File: src/rtl/serPkg.sv
package serPkg;

  // Strobes and mode bits from control to datapath
  typedef struct packed {
    logic rxEn;
    logic txEn;
    logic txStart;
    logic parEn;
    logic parOdd;
    logic mpFmt;
  } ctrlStrb_t;

  // One received frame, valid while done is high
  typedef struct packed {
    logic       done;
    logic [7:0] data;
    logic       mpb;
    logic       parBad;
    logic       stopBad;
    logic       allLow;
  } rxRes_t;

  typedef enum logic [1:0] {
    RX_IDLE,
    RX_RUN,
    RX_DONE,
    RX_WAITHI
  } rxState_t;

endpackage

File: src/rtl/serDatapath.sv
module serDatapath
  import serPkg::*;
#(
  parameter int BAUD_DIV   = 4,
  parameter int OVERSAMPLE = 16
) (
  input  logic       clk,
  input  logic       rstN,
  input  ctrlStrb_t  strb,
  input  logic [7:0] txByte,
  input  logic       txMpb,
  input  logic       rxIn,
  output rxRes_t     rxRes,
  output logic       txBusy,
  output logic       txOut
);

  localparam int DIVW = (BAUD_DIV > 1) ? $clog2(BAUD_DIV) : 1;
  localparam int OVW  = $clog2(OVERSAMPLE);
  localparam logic [DIVW-1:0] DIV_LAST = DIVW'(BAUD_DIV - 1);
  localparam logic [OVW-1:0]  OVS_MID  = OVW'(OVERSAMPLE / 2 - 1);
  localparam logic [OVW-1:0]  OVS_LAST = OVW'(OVERSAMPLE - 1);

  // baud tick
  logic [DIVW-1:0] divCnt;
  logic tick;
  assign tick = (divCnt == DIV_LAST);

  always_ff @(posedge clk or negedge rstN) begin
    if (!rstN)     divCnt <= '0;
    else if (tick) divCnt <= '0;
    else           divCnt <= divCnt + 1'b1;
  end

  // frame length in bits, start and stop included
  logic [3:0] nBits;
  assign nBits = 4'd10 + {3'b000, strb.parEn} + {3'b000, strb.mpFmt};

  // receiver
  logic rxMeta, rxSync;
  rxState_t rxState;
  logic [OVW-1:0] rxOvs;
  logic [3:0] rxIdx;
  logic [15:0] rxShift;
  logic [15:0] frameMask;

  always_ff @(posedge clk or negedge rstN) begin
    if (!rstN) begin
      rxMeta <= 1'b1;
      rxSync <= 1'b1;
    end else begin
      rxMeta <= rxIn;
      rxSync <= rxMeta;
    end
  end

  always_ff @(posedge clk or negedge rstN) begin
    if (!rstN) begin
      rxState <= RX_IDLE;
      rxOvs   <= '0;
      rxIdx   <= '0;
      rxShift <= '0;
    end else if (!strb.rxEn) begin
      rxState <= RX_IDLE;
    end else begin
      case (rxState)
        RX_IDLE: begin
          if (tick && !rxSync) begin
            rxState <= RX_RUN;
            rxOvs   <= '0;
            rxIdx   <= '0;
          end
        end
        RX_RUN: begin
          if (tick) begin
            rxOvs <= rxOvs + 1'b1;
            if (rxOvs == OVS_MID) begin
              if (rxIdx == 4'd0 && rxSync) begin
                rxState <= RX_IDLE;          // glitch, not a start bit
              end else begin
                rxShift[rxIdx] <= rxSync;
                if (rxIdx == nBits - 4'd1) rxState <= RX_DONE;
                else                       rxIdx   <= rxIdx + 4'd1;
              end
            end
          end
        end
        RX_DONE:   rxState <= rxSync ? RX_IDLE : RX_WAITHI;
        RX_WAITHI: if (rxSync) rxState <= RX_IDLE;
        default:   rxState <= RX_IDLE;
      endcase
    end
  end

  assign frameMask = (16'd1 << nBits) - 16'd1;

  always_comb begin
    rxRes.done    = (rxState == RX_DONE);
    rxRes.data    = rxShift[8:1];
    rxRes.mpb     = strb.parEn ? rxShift[10] : rxShift[9];
    rxRes.parBad  = strb.parEn && ((^rxShift[9:1]) != strb.parOdd);
    rxRes.stopBad = !rxShift[nBits - 4'd1];
    rxRes.allLow  = ((rxShift & frameMask) == 16'd0);
  end

  // transmitter
  logic [15:0] txFrame, txFrameNext;
  logic [3:0] txIdx, txLen;
  logic [OVW-1:0] txOvs;
  logic txParBit;

  assign txParBit = (^txByte) ^ strb.parOdd;

  always_comb begin
    txFrameNext      = '1;
    txFrameNext[0]   = 1'b0;
    txFrameNext[8:1] = txByte;
    if (strb.parEn) txFrameNext[9] = txParBit;
    if (strb.mpFmt) begin
      if (strb.parEn) txFrameNext[10] = txMpb;
      else            txFrameNext[9]  = txMpb;
    end
  end

  always_ff @(posedge clk or negedge rstN) begin
    if (!rstN) begin
      txBusy  <= 1'b0;
      txOut   <= 1'b1;
      txOvs   <= '0;
      txIdx   <= '0;
      txLen   <= '0;
      txFrame <= '1;
    end else if (!strb.txEn) begin
      txBusy <= 1'b0;
      txOut  <= 1'b1;
    end else if (!txBusy && strb.txStart) begin
      txFrame <= txFrameNext;
      txLen   <= nBits;
      txBusy  <= 1'b1;
      txOut   <= 1'b0;
      txOvs   <= '0;
      txIdx   <= '0;
    end else if (txBusy && tick) begin
      txOvs <= txOvs + 1'b1;
      if (txOvs == OVS_LAST) begin
        if (txIdx == txLen - 4'd1) begin
          txBusy <= 1'b0;
          txOut  <= 1'b1;
        end else begin
          txIdx <= txIdx + 4'd1;
          txOut <= txFrame[txIdx + 4'd1];
        end
      end
    end
  end

endmodule

File: src/rtl/serCtrl.sv
module serCtrl
  import serPkg::*;
(
  input  logic       clk,
  input  logic       rstN,
  input  logic       mpMode,
  input  logic       regWrEn,
  input  logic [7:0] regWrData,
  input  logic       rxRead,
  input  logic       txWrEn,
  input  logic [7:0] txWrData,
  input  logic       txWrMpb,
  input  rxRes_t     rxRes,
  input  logic       txBusy,
  output ctrlStrb_t  strb,
  output logic [7:0] txByte,
  output logic       txMpb,
  output logic [7:0] ctrlRd,
  output logic       rtsOut,
  output logic [7:0] rxData,
  output logic       rxFull,
  output logic       errOvr,
  output logic       errFrm,
  output logic       errPar,
  output logic       errBrk,
  output logic       txEmpty
);

  logic wakeEn, rxEnR, txEnR, rtsR, lastMpb;
  logic [2:0] fmt;
  logic accept, errClr;

  assign accept = rxRes.done && (!(mpMode && wakeEn) || rxRes.mpb);
  assign errClr = regWrEn && !regWrData[3];

  always_ff @(posedge clk or negedge rstN) begin
    if (!rstN) begin
      wakeEn <= 1'b0;
      rxEnR  <= 1'b0;
      txEnR  <= 1'b0;
      rtsR   <= 1'b0;
      fmt    <= 3'b000;
    end else if (regWrEn) begin
      wakeEn <= regWrData[7];
      rxEnR  <= regWrData[6];
      txEnR  <= regWrData[5];
      rtsR   <= regWrData[4];
      fmt    <= regWrData[2:0];
    end
  end

  assign ctrlRd = {wakeEn, rxEnR, txEnR, rtsR, (mpMode ? lastMpb : 1'b1), fmt};
  assign rtsOut = rtsR;

  // receive data and flags
  always_ff @(posedge clk or negedge rstN) begin
    if (!rstN) begin
      rxData  <= '0;
      rxFull  <= 1'b0;
      lastMpb <= 1'b0;
    end else begin
      if (rxRead) rxFull <= 1'b0;
      if (accept) begin
        lastMpb <= rxRes.mpb;
        if (!rxFull) begin
          rxData <= rxRes.data;
          rxFull <= 1'b1;
        end
      end
    end
  end

  always_ff @(posedge clk or negedge rstN) begin
    if (!rstN) begin
      errOvr <= 1'b0;
      errFrm <= 1'b0;
      errPar <= 1'b0;
      errBrk <= 1'b0;
    end else begin
      if (errClr) begin
        errOvr <= 1'b0;
        errFrm <= 1'b0;
        errPar <= 1'b0;
        errBrk <= 1'b0;
      end
      if (accept) begin
        if (rxFull)        errOvr <= 1'b1;
        if (rxRes.stopBad) errFrm <= 1'b1;
        if (rxRes.parBad)  errPar <= 1'b1;
        if (rxRes.allLow)  errBrk <= 1'b1;
      end
    end
  end

  // transmit hold register
  always_ff @(posedge clk or negedge rstN) begin
    if (!rstN) begin
      txByte  <= '0;
      txMpb   <= 1'b0;
      txEmpty <= 1'b1;
    end else begin
      if (strb.txStart) txEmpty <= 1'b1;
      if (txWrEn) begin
        txByte  <= txWrData;
        txMpb   <= txWrMpb;
        txEmpty <= 1'b0;
      end
    end
  end

  always_comb begin
    strb.rxEn    = rxEnR;
    strb.txEn    = txEnR;
    strb.txStart = txEnR && !txEmpty && !txBusy;
    strb.parEn   = fmt[1];
    strb.parOdd  = fmt[0];
    strb.mpFmt   = mpMode;
  end

endmodule

File: src/rtl/mpSerialChan.sv
module mpSerialChan
  import serPkg::*;
#(
  parameter int BAUD_DIV   = 4,
  parameter int OVERSAMPLE = 16
) (
  input  logic       clk,
  input  logic       rstN,
  input  logic       mpMode,
  input  logic       regWrEn,
  input  logic [7:0] regWrData,
  output logic [7:0] ctrlRd,
  output logic       rtsOut,
  input  logic       rxIn,
  input  logic       rxRead,
  output logic [7:0] rxData,
  output logic       rxFull,
  output logic       errOvr,
  output logic       errFrm,
  output logic       errPar,
  output logic       errBrk,
  input  logic       txWrEn,
  input  logic [7:0] txWrData,
  input  logic       txWrMpb,
  output logic       txEmpty,
  output logic       txOut
);

  ctrlStrb_t strb;
  rxRes_t    rxRes;
  logic [7:0] txByte;
  logic txMpb, txBusy;
  logic rxDoneTap, rxMpbTap;

  assign rxDoneTap = rxRes.done;
  assign rxMpbTap  = rxRes.mpb;

  serCtrl ctrl_i (
    .clk(clk), .rstN(rstN), .mpMode(mpMode),
    .regWrEn(regWrEn), .regWrData(regWrData),
    .rxRead(rxRead), .txWrEn(txWrEn), .txWrData(txWrData), .txWrMpb(txWrMpb),
    .rxRes(rxRes), .txBusy(txBusy),
    .strb(strb), .txByte(txByte), .txMpb(txMpb),
    .ctrlRd(ctrlRd), .rtsOut(rtsOut),
    .rxData(rxData), .rxFull(rxFull),
    .errOvr(errOvr), .errFrm(errFrm), .errPar(errPar), .errBrk(errBrk),
    .txEmpty(txEmpty)
  );

  serDatapath #(.BAUD_DIV(BAUD_DIV), .OVERSAMPLE(OVERSAMPLE)) dp_i (
    .clk(clk), .rstN(rstN), .strb(strb),
    .txByte(txByte), .txMpb(txMpb),
    .rxIn(rxIn), .rxRes(rxRes),
    .txBusy(txBusy), .txOut(txOut)
  );

endmodule

File: config.mk
export PLATFORM = sky130hd
export DESIGN_NAME = mpSerialChan
export DESIGN_NICKNAME = d
export VERILOG_FILES = /design/src/rtl/serPkg.sv /design/src/rtl/serDatapath.sv /design/src/rtl/serCtrl.sv /design/src/rtl/mpSerialChan.sv
export SDC_FILE = /design/constraint.sdc
export NUM_CORES = 1
export LEC_CHECK = 0
export CAP_MARGIN = 15
export CORE_MARGIN = 10
export CORE_UTILIZATION = 47
export DETAILED_ROUTE_END_ITERATION = 12
export PLACE_DENSITY = 0.74
export SKIP_CTS_REPAIR_TIMING = 1
export SLEW_MARGIN = 20
export SYNTH_ARGS = -nofsm -noshare
export SYNTH_HDL_FRONTEND = slang
export SYNTH_SLANG_ARGS = --single-unit
File: constraint.sdc
create_clock -name clk -period 1.8 [get_ports clk]
set_input_delay 0.36 -clock clk [delete_from_list [all_inputs] [get_ports clk]]
set_output_delay 0.36 -clock clk [all_outputs]
set_load 0.01 [all_outputs]
==> summary.txt, run 1 <==
Outcome
  – Status: complete, but fails checks
  – Failing checks: negative setup slack

Detailed routing
  – Routed Antenna Nets: 0
  – Final wirelength: 9550 um
  – Met2 WL post-DR: 5160 um
  – DRT Pass-1 Iters: 4
  – WL/cell: 16.2 um
  – DRC viols: 0
  – Drt via density: 5.21
  – DRT met1 WL: 3950 um
  – 1st-iter DRT viols: 121
  – Top Layer Used: met4
  – Routed wl met3: 309 um
  – DR vias: 3075

Min path
  – Worst hold path type: reg2reg
  – Hold Path Depth: 0

Yosys
  – Synth Area in Simple Gates: 0.149
  – Async S/R FF share, synth: 1.00
  – Synth Instances: 385
  – Count leader, synth: dfrtp_1
  – EDFF count, synth: 0
  – Yosys top cell area share: 0.404
  – Cell area after synthesis: 4340 um2
  – Post-synthesis mux area share: 0.141
  – Synth Net Count: 421
  – Yosys warnings: 0
  – Cell taking the most area after synthesis: dfrtp_1
  – Largest family of logic cells by synthesized area: simple AND/OR/NAND/NOR gates
  – Ys flop type: dfrtp_1
  – Sequential-to-total area share from yosys stat: 0.495
  – Post-synthesis compound-gate area fraction: 0.0874
  – Synth Area in XOR/XNOR: 0.0557
  – Synth cell types: 57
  – Most frequent cells after synthesis: 70 x dfrtp_1, 57 x nand2_1, 25 x mux2_2
  – Post-synthesis register bit count: 85
  – Adder-cell share of the synthesized area: 0.0346
  – Avg Cell Area, Syn: 11.3 um2
  – Ranking of synthesized cells by area: dfrtp_1 40%, dfstp_2 9.1%, mux2_2 6.5%

Global route
  – Largest net degree at the start of global routing: 40
  – Number of global-route vias before repair: 3218
  – Total gr overflow: 0
  – Antenna violations before repair: 0
  – First-pass GRT wire length: 15600 um
  – Total GRT Usage: 0.144

Layout
  – Layout cell share with drive strength beyond 1: 0.344
  – Area added between synthesis and finish: 29.2%
  – Nets: 513
  – Diode count: 0
  – Fin util: 0.633

Setup path
  – Critical-path maximum fanout: 6
  – Worst EP arrival: 2220 ps
  – WS Path Type: reg2reg
  – Crit path max-delay family: simple AND/OR/NAND/NOR gates
  – Crit path largest cell delay: 440 ps
  – Worst Path Buf+Inv: 0
  – Critical-path cell list: ha_4 > nand4b_2 > nor4b_4 > and2_4 > nand2_1 > mux2_4
  – Slowest-stage cell, CP: nor4b_4
  – Reg2Reg Depth: 6
  – CP Data Required Time: 2050 ps
  – Worst Setup End Kind: flop
  – Critical path depth: 6
  – CP Launch Type: flop

Die
  – # IOs: 48
  – Area of the die: 13500 um2
  – Row count: 34
  – Die span in y: 116 um
  – Core footprint: 8850 um2
  – Initial core utilization: 0.490
  – Die width: 116 um

Power and ir drop
  – Peak VDD IR: 0.000460 V
  – Lkg Pwr: 2.59 nW
  – Power Density: 1010 nW/um2

CTS
  – Inserted Clock Buffers: 9
  – Clock sink total: 85
  – Worst-Skew Late Latency: 370 ps
  – CTS tree: yes
  – Max clock buf depth: 2
  – CTS H-tree depth: 3
  – Root Buffer Master: clkbuf_8
  – Clk slew on worst S/H paths: 90 ps

Timing
  – Min Hold Slack: 365 ps
  – RSZ-0062 raised after global routing: true
  – Final Critical Period: 1960 ps
  – Worst Max-Slew Pin Slew: 601 ps
  – Final worst slack: -165 ps
  – Hold Violations, Final: 0
  – Setup Viol. Count Final: 18
  – Final period util: 1.09
  – Rel. slew slack: 0.598
  – Achievable Freq: 0.509 GHz
  – Max Clock Skew: 9.61 ps
  – Final slew viol count: 0

Run
  – Max Cap Viol: 0

Placement
  – RePlAce Congestion: 0.805
  – Hpwl dp: 7010 um
  – Count of input and output buffers: 47
## layer usage
| metal | global-route usage | vias to the layer above |
|---|---|---|
| met4 | 0.0517 | 0 |
| met2 | 0.264 | 33 |
| li1 | - | 1515 |
| met1 | 0.159 | 1515 |
| met5 | 0 | - |
| met3 | 0.0331 | 12 |
## stage by stage
stage                     worst slack, ps  cell area [um2]  instances  TNS [ps]  power (mW)
final                                -165             5600        590     -2140        5.64
after global routing                 -218             5600        590     -3490        5.95
after CTS                            -206             5460        582     -3560        5.64
after detailed placement             -504             5220        566     -6400        4.01
after global placement               -445             5220        566     -4810        3.95
after floorplan                      -103             4350        385     -1400        3.46
## report_power, final
part | total, mW | leakage, nW | switching [mW] | internal [mW]
Sequential | 2.49 | 1.07 | 0.233 | 2.26
Clock | 1.63 | 0.116 | 0.703 | 0.922
Combinational | 1.52 | 1.40 | 0.690 | 0.827
## flip-flops by register name (all words and copies together), names as in the netlist, 2 cells and up
signal / cells
ctrl_i.fmt: 3
ctrl_i.rxData: 8
ctrl_i.txByte: 8
dp_i.divCnt: 2
dp_i.rxIdx: 4
dp_i.rxOvs: 4
dp_i.rxShift: 15
dp_i.rxState: 2
dp_i.txFrame: 11
dp_i.txIdx: 4
dp_i.txLen: 4
dp_i.txOvs: 4
## placed cells by master, fill, tap and decap left out, drive strengths merged, types with 3 or more instances in the layout
| cell | instances |
|---|---|
| a21oi | 12 |
| a22o | 5 |
| a31oi | 4 |
| and2 | 6 |
| buf | 54 |
| bufinv | 3 |
| clkbuf | 10 |
| clkdlybuf4s50 | 42 |
| dfrtp | 70 |
| dfstp | 15 |
| dlymetal6s2s | 4 |
| ha | 12 |
| inv | 14 |
| mux2 | 39 |
| mux2i | 5 |
| mux4 | 3 |
| nand2 | 57 |
| nand2b | 7 |
| nand3 | 9 |
| nor2 | 13 |
| nor2b | 9 |
| nor3 | 5 |
| o21ai | 23 |
| xnor2 | 18 |
| xor2 | 7 |
## logic make-up after synthesis
family / after synthesis
AND/OR/NAND/NOR: 122
flip-flops: 85
AO/OA/AOI/OAI: 59
adder cells (fa/ha/maj): 12
buffers and inverters: 34
XOR/XNOR: 26
multiplexers: 47
## worst paths after layout
kind	to	from	slack, ps
min in group asynchronous	dp_i.txOvs[3]	rstN	440
worst min register to register	dp_i.rxSync	dp_i.rxMeta	360
worst max-delay path	dp_i.rxShift[2]	dp_i.divCnt[0]	-160
worst max register to register	dp_i.rxShift[2]	dp_i.divCnt[0]	-160
worst min-delay path	dp_i.rxSync	dp_i.rxMeta	360
max in group asynchronous	dp_i.rxSync	rstN	690
## cell type report
cell class,count,area [um2]
flip-flops and latches,85,2150
multi-input cells,266,2110
clock inverters,6,111
fillers,694,3250
clock buffers,10,128
inverters,14,55.1
repair buffers,101,911
well taps,108,135
(Power assumes the default switching activity.)
==> run 2, diff against run 1 <==
--- a/config.mk
+++ b/config.mk
@@ -6,7 +6,7 @@
 export NUM_CORES = 1
 export LEC_CHECK = 0
 export CAP_MARGIN = 15
-export CORE_MARGIN = 10
+export CORE_MARGIN = 5
 export CORE_UTILIZATION = 47
 export DETAILED_ROUTE_END_ITERATION = 12
 export PLACE_DENSITY = 0.74
==> summary.txt, run 2 (same netlist as run 1, synthesis figures left out) <==
Die
  – Initial core utilization: 0.476
  – Die width: 106 um
  – Die span in y: 106 um
  – Row count: 35
  – Core footprint: 9110 um2
  – # IOs: 48
  – Area of the die: 11200 um2

Global route
  – First-pass GRT wire length: 15600 um
  – Antenna violations before repair: 0
  – Number of global-route vias before repair: 3258
  – Total GRT Usage: 0.173
  – Largest net degree at the start of global routing: 41
  – Total gr overflow: 0

Layout
  – Diode count: 0
  – Register cell area after layout: 2150 um2
  – Layout cell share with drive strength beyond 1: 0.359
  – Max reg flops: 15
  – Nets: 519
  – Most frequent cells in the layout: 66 x dfrtp_1, 57 x buf_4, 52 x nand2_1
  – Number of fill cells: 714
  – Area of the multi-input gates: 2170 um2
  – Top flop regs: dp_i.rxShift: 15 flops, dp_i.txFrame: 11 flops
  – Area added between synthesis and finish: 30.7%
  – Largest Register: dp_i.rxShift
  – Most common cell after layout, fill and taps aside: dfrtp_1

Power and ir drop
  – Clk pwr share: 0.259
  – Reg power frac: 0.457
  – Switch share: 0.309
  – NetSw: 1.68 mW
  – Lkg Pwr: 2.62 nW
  – Int Power: 3.76 mW
  – Power Density: 959 nW/um2
  – Overall power: 5.44 mW
  – Combinational share of power: 0.283
  – Peak VDD IR: 0.000513 V

Setup path
  – RR Endpoint: dp_i.rxIdx[3]
  – CP Data Required Time: 2060 ps
  – Worst EP arrival: 2110 ps
  – Reg2Reg Depth: 8
  – Worst Setup End Kind: flop
  – CP Launch Type: flop
  – Reg2Reg Setup Slack: -50 ps
  – Start of the worst register-to-register path: dp_i.rxIdx[0]
  – WS Path Type: reg2reg
  – End point of the critical path: dp_i.rxIdx[3]
  – CP Launch Point: dp_i.rxIdx[0]
  – Critical-path maximum fanout: 4

Timing
  – Worst Max-Slew Pin Slew: 542 ps
  – Max Clock Skew: 8.54 ps
  – Final Critical Period: 1850 ps
  – Setup TNS: -402 ps
  – Final period util: 1.03
  – Final worst slack: -48.2 ps
  – Hold Violations, Final: 27
  – Rel. slew slack: 0.639
  – Min Hold Slack: -23.6 ps
  – Final slew viol count: 0
  – Setup Viol. Count Final: 16
  – Achievable Freq: 0.541 GHz
  – RSZ-0062 raised after global routing: true

CTS
  – Clk slew on worst S/H paths: 90 ps
  – Root Buffer Master: clkbuf_8
  – CTS tree: yes
  – Clock sink total: 85
  – Worst-Skew Late Latency: 360 ps
  – Inserted Clock Buffers: 9
  – Max clock buf depth: 2
  – CTS H-tree depth: 3

Detailed routing
  – DRC viols: 0
  – DRT Pass-1 Iters: 4
  – Final wirelength: 9340 um
  – DR vias: 3133
  – Routed Antenna Nets: 0
  – Drt via density: 5.23
  – 1st-iter DRT viols: 104
  – WL/cell: 15.6 um

Outcome
  – Status: complete, but fails checks
  – Failing checks: negative hold slack, negative setup slack

Run
  – Max Cap Viol: 0

Placement
  – RePlAce Congestion: 0.849
  – Hpwl dp: 6830 um
  – Count of input and output buffers: 47

Min path
  – Worst hold path type: in2async
run 2: cell count changes in the layout (fill, tap and decap cells not counted), moves of 2 or more:
cell and change:
buf_4 +5, nand2_1 +5, nand2_2 -5, buf_6 +3, bufinv_16 -2, inv_6 +2, o21ai_0 -2
run 2: per-layer routing:
metal | global-route usage | share of wire | vias up
met5 | 0 | 0 | -
met4 | 0.0537 | 0.014 | 0
met3 | 0.0407 | 0.029 | 14
met2 | 0.305 | 0.52 | 49
met1 | 0.209 | 0.43 | 1548
li1 | - | - | 1522
run 2: final cells by class:
| class | count | share of cell area |
|---|---|---|
| Clock buffer | 9 | 0.0219 |
| Sequential cell | 85 | 0.379 |
| Tap cell | 111 | 0.0245 |
| Inverter | 14 | 0.00971 |
| Timing Repair Buffer | 107 | 0.168 |
| Clock inverter | 7 | 0.0141 |
| Multi-Input combinational cell | 266 | 0.382 |
run 2: worst min path at each step:
stage,cells past startpoint,slack [ps],start,endpoint
final,1,-20,rstN,dp_i.txOvs[0]
after global routing,1,6,rstN,ctrl_i.txByte[5]
after CTS,1,-10,rstN,ctrl_i.txByte[7]
after detailed placement,0,350,dp_i.rxMeta,dp_i.rxSync
after global placement,0,350,dp_i.rxMeta,dp_i.rxSync
after floorplan,0,60,rstN,ctrl_i.errBrk
run 2: worst max-delay path: stages, from the launching register on:
cell      delay (ps)
dfrtp_1          370
inv_2             60
ha_4             160
and4bb_4         210
buf_6            120
a311oi_4         330
buf_6            170
nand4_1           80
o31ai_1          240
run 2: metrics by stage:
step / cells / setup WS [ps] / utilization / area, um2
after floorplan: 385 / -103 / - / 4350
after global placement: 572 / -450 / 0.574 / 5230
after detailed placement: 572 / -550 / 0.574 / 5230
after CTS: 588 / -230 / 0.597 / 5430
after global routing: 599 / -148 / 0.622 / 5670
final: 599 / -48.2 / 0.622 / 5670
run 2: power by group through the flow:
stage	clock network, mW	registers, mW	logic [mW]
2_1_floorplan	0	2.46	0.995
3_3_place_gp	0	2.50	1.41
3_5_place_dp	0	2.52	1.46
4_1_cts	1.43	2.48	1.47
5_1_grt	1.51	2.53	1.72
6_report	1.41	2.49	1.54
==> run 3, diff against run 2 <==
--- a/config.mk
+++ b/config.mk
@@ -5,7 +5,9 @@
 export SDC_FILE = /design/constraint.sdc
 export NUM_CORES = 1
 export LEC_CHECK = 0
+export ABC_CLOCK_PERIOD_IN_PS = 1800
 export CAP_MARGIN = 15
+export CORE_ASPECT_RATIO = 0.8
 export CORE_MARGIN = 5
 export CORE_UTILIZATION = 47
 export DETAILED_ROUTE_END_ITERATION = 12
==> summary.txt, run 3 (same netlist as run 1, synthesis figures left out) <==
Outcome
  – Status: complete, but fails checks
  – Failing checks: negative hold slack, negative setup slack

Run
  – Max Cap Viol: 0

Timing
  – Final slew viol count: 0
  – Setup Viol. Count Final: 17
  – Final period util: 1.06
  – Min Hold Slack: -28.1 ps
  – Final worst slack: -109 ps
  – Hold Violations, Final: 21
  – Rel. slew slack: 0.677
  – Final Critical Period: 1910 ps
  – RSZ-0062 raised after global routing: true
  – Achievable Freq: 0.524 GHz
  – Worst Max-Slew Pin Slew: 479 ps
  – Max Clock Skew: 10.2 ps

Placement
  – RePlAce Congestion: 0.788
  – Post-DP Area: 5220 um2
  – Dpl ws: -527 ps
  – Count of input and output buffers: 47
  – Hpwl dp: 6590 um

Detailed routing
  – DRT Pass-1 Iters: 4
  – DR vias: 3122
  – Final wirelength: 9270 um
  – Routed Antenna Nets: 0
  – WL/cell: 15.6 um
  – 1st-iter DRT viols: 191
  – Drt via density: 5.26
  – DRC viols: 0

CTS
  – Worst-Skew Late Latency: 340 ps
  – CTS H-tree depth: 3
  – CTS tree: yes
  – Max clock buf depth: 2
  – Root Buffer Master: clkbuf_16
  – Inserted Clock Buffers: 9
  – Clk slew on worst S/H paths: 60 ps
  – Clock sink total: 85

Power and ir drop
  – Power Density: 1000 nW/um2
  – Overall power: 5.63 mW
  – Lkg Pwr: 2.58 nW
  – Peak VDD IR: 0.000790 V

Setup path
  – Slowest-stage cell, CP: dfrtp_1
  – Critical-path maximum fanout: 4
  – Worst EP arrival: 2130 ps
  – Critical-path cell list: inv_2 > ha_4 > and4bb_4 > nor4b_4 > and2_4 > nand3_4 > mux2_4
  – WS Path Type: reg2reg
  – Worst Path Buf+Inv: 1
  – CP Launch Type: flop
  – Crit path max-delay family: simple AND/OR/NAND/NOR gates
  – CP Data Required Time: 2020 ps
  – Worst Setup End Kind: flop
  – Crit path largest cell delay: 370 ps

Global route
  – Total gr overflow: 0
  – Total GRT Usage: 0.169
  – Number of global-route vias before repair: 3228
  – Largest net degree at the start of global routing: 34
  – Antenna violations before repair: 0
  – First-pass GRT wire length: 15300 um

Die
  – Area of the die: 11300 um2
  – Die span in y: 95.9 um
  – Initial core utilization: 0.480
  – # IOs: 48
  – Row count: 31
  – Core footprint: 9040 um2
  – Die width: 117 um

Layout
  – Diode count: 0
  – Max reg flops: 15
  – Most frequent cells in the layout: 68 x dfrtp_1, 49 x nand2_1, 49 x buf_4
  – Largest Register: dp_i.rxShift
  – Top flop regs: dp_i.rxShift: 15 flops, dp_i.txFrame: 11 flops
  – Area added between synthesis and finish: 29.8%
  – Number of fill cells: 728
  – Most common cell after layout, fill and taps aside: dfrtp_1
  – Layout cell share with drive strength beyond 1: 0.334
  – Post-route cell area: 5630 um2
  – Nets: 510

Min path
  – Worst hold path type: in2async
## run 3: metal layers
layer  wire length [um]  GRT usage
met1               4070      0.201
met2               4830      0.300
met3                264     0.0435
met4                102     0.0580
met5                  0          0
## run 3: final timing paths
kind	startpoint	end	slack [ps]	depth (start not counted)
max	dp_i.rxIdx[1]	dp_i.rxShift[14]	-110	7
min	rstN	dp_i.txOvs[3]	-30	1
max reg2reg	dp_i.rxIdx[1]	dp_i.rxShift[14]	-110	7
min reg2reg	dp_i.rxMeta	dp_i.rxSync	360	0
max in group asynchronous	rstN	dp_i.txFrame[5]	1230	2
min in group clk	dp_i.rxMeta	dp_i.rxSync	360	0
## run 3: layout make-up
| cell class | count | area (um2) | area share |
|---|---|---|---|
| multi-input cells | 266 | 2130 | 0.378 |
| clock inverters | 4 | 26.3 | 0.00467 |
| clock buffers | 12 | 236 | 0.0420 |
| inverters | 14 | 52.6 | 0.00934 |
| repair buffers | 98 | 893 | 0.159 |
| well taps | 115 | 144 | 0.0256 |
| flip-flops and latches | 85 | 2150 | 0.382 |
## run 3: report_power, final
part           switching (mW)  total [mW]  internal [mW]
sequential              0.208        2.47           2.26
clock                   0.737        1.67          0.934
combinational           0.696        1.49          0.793
total                    1.64        5.63           3.99
## run 3: metrics by stage
step	TNS, ps	utilization	instances
finish	-1340	0.623	594
CTS	-3700	0.606	586
global route	-2890	0.623	594
detailed placement	-6530	0.577	570
global placement	-4990	0.577	570
floorplan	-1400	-	385
